## src/rtl/bitcorr_pkg.sv

```systemverilog
package bitcorr_pkg;

  // Antipodal product: equal codes give +1 (coded 1), unequal give -1 (coded 0)
  function automatic logic prod_bit(input logic a, input logic b);
    return ~(a ^ b);
  endfunction

  // Signed counter step for one entry, from the new product, the old product
  // and whether the outgoing term is subtracted
  function automatic logic signed [2:0] corr_step(input logic p_new,
                                                  input logic p_old,
                                                  input logic sub_en);
    logic signed [2:0] s;
    s = p_new ? 3'sd1 : -3'sd1;
    if (sub_en) s = s - (p_old ? 3'sd1 : -3'sd1);
    return s;
  endfunction

  // Linear slot of upper-triangle entry (lo, hi), lo < hi, in an n-wide matrix
  function automatic int pair_idx(input int lo, input int hi, input int n);
    return lo * n - (lo * (lo + 1)) / 2 + (hi - lo - 1);
  endfunction

endpackage

```

## src/rtl/bitcorr_fill_ctrl.sv

```systemverilog
module bitcorr_fill_ctrl #(
  parameter int WIN_LEN = 8,
  parameter int FILL_W  = $clog2(WIN_LEN + 1)
) (
  input  logic              clk,
  input  logic              rst_n,
  input  logic              clr,
  input  logic              upd,
  output logic [FILL_W-1:0] fill_cnt,
  output logic              sub_en
);

  assign sub_en = (fill_cnt == FILL_W'(WIN_LEN));

  always_ff @(posedge clk or negedge rst_n) begin
    if (!rst_n)             fill_cnt <= '0;
    else if (clr)           fill_cnt <= '0;
    else if (upd && !sub_en) fill_cnt <= fill_cnt + 1'b1;
  end


  fill_bound_chk: assert property (@(posedge clk) disable iff (!rst_n)
    fill_cnt <= FILL_W'(WIN_LEN));


  fill_clr_chk: assert property (@(posedge clk) disable iff (!rst_n)
    clr |=> fill_cnt == '0);


  sub_rise_chk: assert property (@(posedge clk) disable iff (!rst_n)
    $rose(sub_en) |-> ($past(upd) && !$past(clr)));

endmodule

```

## src/rtl/bitcorr_cell.sv

```systemverilog
module bitcorr_cell
  import bitcorr_pkg::*;
#(
  parameter int CNT_W = 8
) (
  input  logic             clk,
  input  logic             rst_n,
  input  logic             clr,
  input  logic             upd,
  input  logic             sub_en,
  input  logic             p_new,
  input  logic             p_old,
  output logic [CNT_W-1:0] cnt
);

  logic signed [2:0]   step3;
  logic [CNT_W-1:0]    step_ext;
  logic                step_zero;

  assign step3     = corr_step(p_new, p_old, sub_en);
  assign step_ext  = {{(CNT_W-3){step3[2]}}, step3};
  assign step_zero = (step3 == 3'sd0);

  always_ff @(posedge clk or negedge rst_n) begin
    if (!rst_n)                   cnt <= '0;
    else if (clr)                 cnt <= '0;
    else if (upd && !step_zero)   cnt <= cnt + step_ext;
  end


  clr_zero_chk: assert property (@(posedge clk) disable iff (!rst_n)
    clr |=> cnt == '0);


  idle_hold_chk: assert property (@(posedge clk) disable iff (!rst_n)
    (!upd && !clr) |=> $stable(cnt));


  equal_hold_chk: assert property (@(posedge clk) disable iff (!rst_n)
    (upd && !clr && sub_en && (p_new == p_old)) |=> $stable(cnt));


  fill_step_chk: assert property (@(posedge clk) disable iff (!rst_n)
    (upd && !clr && !sub_en) |=>
      cnt == $past(cnt) + ($past(p_new) ? CNT_W'(1) : {CNT_W{1'b1}}));

endmodule

```

## src/rtl/bitcorr_read_mux.sv

```systemverilog
module bitcorr_read_mux
  import bitcorr_pkg::*;
#(
  parameter int VEC    = 8,
  parameter int CNT_W  = 8,
  parameter int FILL_W = 4,
  parameter int NPAIR  = VEC * (VEC - 1) / 2,
  parameter int IDX_W  = $clog2(VEC)
) (
  input  logic [CNT_W-1:0]  ent [NPAIR],
  input  logic [FILL_W-1:0] fill_cnt,
  input  logic [IDX_W-1:0]  rd_row,
  input  logic [IDX_W-1:0]  rd_col,
  output logic [CNT_W-1:0]  rd_data
);

  localparam int PIDX_W = (NPAIR > 1) ? $clog2(NPAIR) : 1;

  logic [IDX_W-1:0]  lo, hi;
  logic [PIDX_W-1:0] slot;

  always_comb begin
    lo   = (rd_row < rd_col) ? rd_row : rd_col;
    hi   = (rd_row < rd_col) ? rd_col : rd_row;
    slot = PIDX_W'(pair_idx(int'(lo), int'(hi), VEC));
    if (rd_row == rd_col)
      rd_data = CNT_W'(fill_cnt);
    else if (int'(hi) < VEC && int'(slot) < NPAIR)
      rd_data = ent[slot];
    else
      rd_data = '0;
  end

endmodule

```

## src/rtl/bitcorr_window.sv

```systemverilog
module bitcorr_window
  import bitcorr_pkg::*;
#(
  parameter int K_USERS = 4,
  parameter int CNT_W   = 8,
  parameter int WIN_LEN = 8
) (
  input  logic                           clk,
  input  logic                           rst_n,
  input  logic                           clr,
  input  logic                           upd_valid,
  input  logic [2*K_USERS-1:0]           bit_new,
  input  logic [2*K_USERS-1:0]           bit_old,
  input  logic [$clog2(2*K_USERS)-1:0]   rd_row,
  input  logic [$clog2(2*K_USERS)-1:0]   rd_col,
  output logic [CNT_W-1:0]               rd_data
);

  localparam int VEC    = 2 * K_USERS;
  localparam int NPAIR  = K_USERS * (VEC - 1);
  localparam int FILL_W = $clog2(WIN_LEN + 1);
  localparam int IDX_W  = $clog2(VEC);

  logic [FILL_W-1:0] fill_cnt;
  logic              sub_en;
  logic [CNT_W-1:0]  ent [NPAIR];

  bitcorr_fill_ctrl #(.WIN_LEN(WIN_LEN), .FILL_W(FILL_W)) u_fill (
    .clk      (clk),
    .rst_n    (rst_n),
    .clr      (clr),
    .upd      (upd_valid),
    .fill_cnt (fill_cnt),
    .sub_en   (sub_en)
  );

  for (genvar i = 0; i < VEC; i++) begin : g_row
    for (genvar j = i + 1; j < VEC; j++) begin : g_col
      localparam int SLOT = pair_idx(i, j, VEC);
      logic p_new, p_old;
      assign p_new = prod_bit(bit_new[i], bit_new[j]);
      assign p_old = prod_bit(bit_old[i], bit_old[j]);
      bitcorr_cell #(.CNT_W(CNT_W)) u_cell (
        .clk    (clk),
        .rst_n  (rst_n),
        .clr    (clr),
        .upd    (upd_valid),
        .sub_en (sub_en),
        .p_new  (p_new),
        .p_old  (p_old),
        .cnt    (ent[SLOT])
      );
    end
  end

  bitcorr_read_mux #(
    .VEC(VEC), .CNT_W(CNT_W), .FILL_W(FILL_W), .NPAIR(NPAIR), .IDX_W(IDX_W)
  ) u_rd (
    .ent      (ent),
    .fill_cnt (fill_cnt),
    .rd_row   (rd_row),
    .rd_col   (rd_col),
    .rd_data  (rd_data)
  );


  rst_diag_chk: assert property (@(posedge clk) disable iff (!rst_n)
    ($rose(rst_n) && rd_row == rd_col) |-> rd_data == '0);

endmodule

```

## config.mk

```make
export PLATFORM = sky130hd
export DESIGN_NAME = bitcorr_window
export DESIGN_NICKNAME = d
export VERILOG_FILES = /design/src/rtl/bitcorr_pkg.sv /design/src/rtl/bitcorr_fill_ctrl.sv /design/src/rtl/bitcorr_cell.sv /design/src/rtl/bitcorr_read_mux.sv /design/src/rtl/bitcorr_window.sv
export SDC_FILE = /design/constraint.sdc
export NUM_CORES = 1
export LEC_CHECK = 0
export ABC_AREA = 1
export BUFFER_PORTS_ARGS = -buffer_cell sky130_fd_sc_hd__buf_2
export CAP_MARGIN = 20
export CORE_MARGIN = 8
export CORE_UTILIZATION = 35
export CTS_CLUSTER_DIAMETER = 40
export DETAILED_ROUTE_END_ITERATION = 16
export GPL_TIMING_DRIVEN = 0
export SLEW_MARGIN = 20
export SYNTH_ARGS = -nofsm -noshare
export SYNTH_HDL_FRONTEND = slang
export SYNTH_SLANG_ARGS = --single-unit
```

## constraint.sdc

```tcl
create_clock -name clk -period 5.9 [get_ports clk]
set_clock_uncertainty 0.05 [all_clocks]
set_input_delay 0 -clock clk [delete_from_list [all_inputs] [get_ports clk]]
set_output_delay 0 -clock clk [all_outputs]
set_load 0.02 [all_outputs]
```

==> impl_metrics.tcl <==
set metrics [dict create \
    status "completed" \
    power.total_uw 12200 \
    period_needed_ps 5640 \
    async_reset_ff_share_pct 100 \
    filler_cell_count 6038 \
    cpMostUsedCell "inv_1" \
    syn_avg_cell_area_sq_um 7.57 \
    relSlewSlack_pct 17.5 \
    cts_sinks 228 \
    ios 34 \
    cts_tree "built" \
    row_count 89 \
    antenna_cells 0 \
    cts_buffer_depth 3 \
    slowest_delay_ps 680 \
    grt_start_max_net_pins 90 \
    rrSetupSlack_ps 1940 \
    fin_crit_sh_pct 95.7 \
    insertion_delay_ps 620 \
    cts-root-buf "clkbuf_16" \
    timing.max_cap.violations 0 \
    grt.overflow.total 0 \
    drive_above_1_share_pct 9.38 \
    via_per_inst 5.49 \
    initial_utilization_pct 35.3 \
    dp_hpwl_microns 53800 \
    peakVddDrop_mv 0.784 \
    worstSetupPathType "input port to output port" \
    p_leak_uw 0.0114 \
    portBuffers 17 \
    cp-end-kind "output port" \
    coreArea_sq_um 58800 \
    power_density_nw_per_um2 504 \
    drcViolationCount 0 \
    wl_per_cell_microns 20.2 \
    postRouteAntennaNets 0 \
    r2r_end "g_row[0].g_col[7].u_cell.cnt[5]" \
    cp_max_fo 10 \
    start_kind "input port" \
    drtIter0Drc 2258 \
    hp-class "input port to flip-flop" \
    gp_congestion 1.01 \
    fin_util_pct 41.2 \
    htree_levels 2 \
    ys.flop_type "dfrtp_1" \
    ys_seq_elements 228 \
    syn_inst 2740 \
    grt_pass1_wl_microns 112000 \
    grtUsageTotal_pct 21.4 \
    final_common_cell "nand2_1" \
    fp.dieW_microns 260 \
    rr_worst_depth 16 \
    dieArea_sq_um 67300 \
    yosysUniqueCellTypes 39 \
    synth_warnings 0 \
    die_y_microns 260 \
    synth_edf_count 0 \
    dr.pass1.iters 6 \
    crit_slowest_cell "fa_2" \
    grt_antenna_before_repair 4 \
    grt_pass1_vias 19200 \
    slew_viol_final 0 \
    hp-start "clr" \
    clock.fmax_mhz 177 \
    final-hold-violation-count 0 \
    whs_ps 269 \
    tightest_slew_ps 1240 \
    cts_inserted_buffers 56 \
    via_count 20000 \
    required_ps 5850 \
    routed_wirelength_microns 73600 \
    min_to "g_row[0].g_col[7].u_cell.cnt[7]" \
    synthesis.nets 3046 \
    clk_pin_slew_ps 50 \
    seq_area_frac_synth_pct 27.5 \
    cp.arrival_ps 5590 \
    syn_area_sq_um 20800 \
    final_cell_mix "nand2_1 (351), inv_1 (348), a21oi_1 (303), o21ai_0 (297), ha_1 (244)" \
    hold_depth 4 \
    syn2layout_area_growth_pct 16.6 \
    rr_startpoint "u_fill.fill_cnt[1]" \
    setup_viol 0 \
    fin_nets 3135 \
]
-- critical path, delay by kind of cell --
| kind | cells | cell delay, ps |
|---|---|---|
| buffers and inverters | 10 | 950 |
| adder cells (fa/ha/maj) | 9 | 3100 |
| AO/OA/AOI/OAI | 2 | 390 |
| AND/OR/NAND/NOR | 8 | 1140 |
-- registers in the layout (all words and copies together), names as in the netlist --
signal / count
g_row.g_col.u_cell.cnt: 224
u_fill.fill_cnt: 4
-- area by class of cell --
type	count	area (sq um)	share of cell area, %
repair buffers	31	315	1.30
multi-input cells	2058	13500	55.7
clock buffers	75	1600	6.63
well taps	773	967	4.00
clock inverters	31	360	1.49
flip-flops and latches	228	5710	23.6
plain buffers	89	407	1.68
inverters	365	1370	5.67
-- routing by layer --
| metal | track usage, % | part of all wire (%) |
|---|---|---|
| met5 | 0 | 0.016 |
| met4 | 8.78 | 4.2 |
| met3 | 4.69 | 9.8 |
| met2 | 32.1 | 42 |
| met1 | 29.4 | 43 |
-- Yosys cell counts (2+ instances only) --
cell type / instances / area, sq um
nand2_1: 354 / 1330
inv_1: 351 / 1320
a21oi_1: 303 / 1520
o21ai_0: 297 / 1490
ha_1: 247 / 3090
nand3_1: 231 / 1160
dfrtp_1: 228 / 5710
nor2_1: 147 / 552
xor2_1: 146 / 1280
o22ai_1: 103 / 644
xnor2_1: 71 / 622
clkbuf_1: 46 / 173
fa_1: 33 / 661
buf_2: 31 / 155
a21oi_2: 30 / 263
a211oi_1: 20 / 150
o21ai_1: 15 / 75.1
inv_2: 13 / 48.8
nand2_2: 11 / 68.8
a21o_1: 9 / 67.6
buf_1: 8 / 30.0
nor3_1: 6 / 30.0
or2_2: 6 / 37.5
nand2_4: 5 / 56.3
buf_4: 4 / 30.0
nand3_2: 4 / 40.0
o211ai_1: 4 / 30.0
a32o_1: 3 / 30.0
a31oi_1: 2 / 12.5
nor2_2: 2 / 12.5
o31ai_1: 2 / 15.0
-- metrics by stage --
step	std cells	setup TNS, ps	setup slack (ps)	instance area (sq um)
detailed placement	3535	-3930	-538	21900
floorplan	2740	0	648	20800
global route	3650	-5.35	-5.35	24200
global placement	3530	-3670	-512	21800
CTS	3646	0	35.4	24100
finish	3650	0	255	24200
-- how the worst max path moves through the flow --
stage                     startpoint    endpoint  cells past startpoint
after floorplan            rd_col[2]  rd_data[4]                     33
after global placement     rd_row[2]  rd_data[7]                     28
after detailed placement   rd_row[2]  rd_data[7]                     28
after CTS                  rd_col[2]  rd_data[6]                     28
after global routing       rd_col[2]  rd_data[0]                     36
final                      rd_col[2]  rd_data[7]                     29
-- repair_timing --
item	4_1_cts	5_1_grt
hold buffers	4	0
hold endpoints to repair	150	0
setup endpoints to repair	8	8
buffers inserted	1	4
pin swaps	3	9
cloned	1	0
resized for setup	21	28
-- power breakdown --
group          internal [uW]  leakage (uW)  switching [uW]
Combinational           2270       0.00742            4590
Clock                   2190      0.000950            1040
Sequential              1860       0.00302             237
-- cell families after synthesis --
kind of cell               after synthesis  share of synthesized area, %
adders and majority gates              280                          18.1
buffers and inverters                  455                          8.53
DFF                                    228                          27.5
AOI/OAI and AO/OA                      790                          20.8
xor gates and xnor gates               217                          9.16
and+or+nand+nor                        770                          16.0
(Power assumes the default switching activity.)
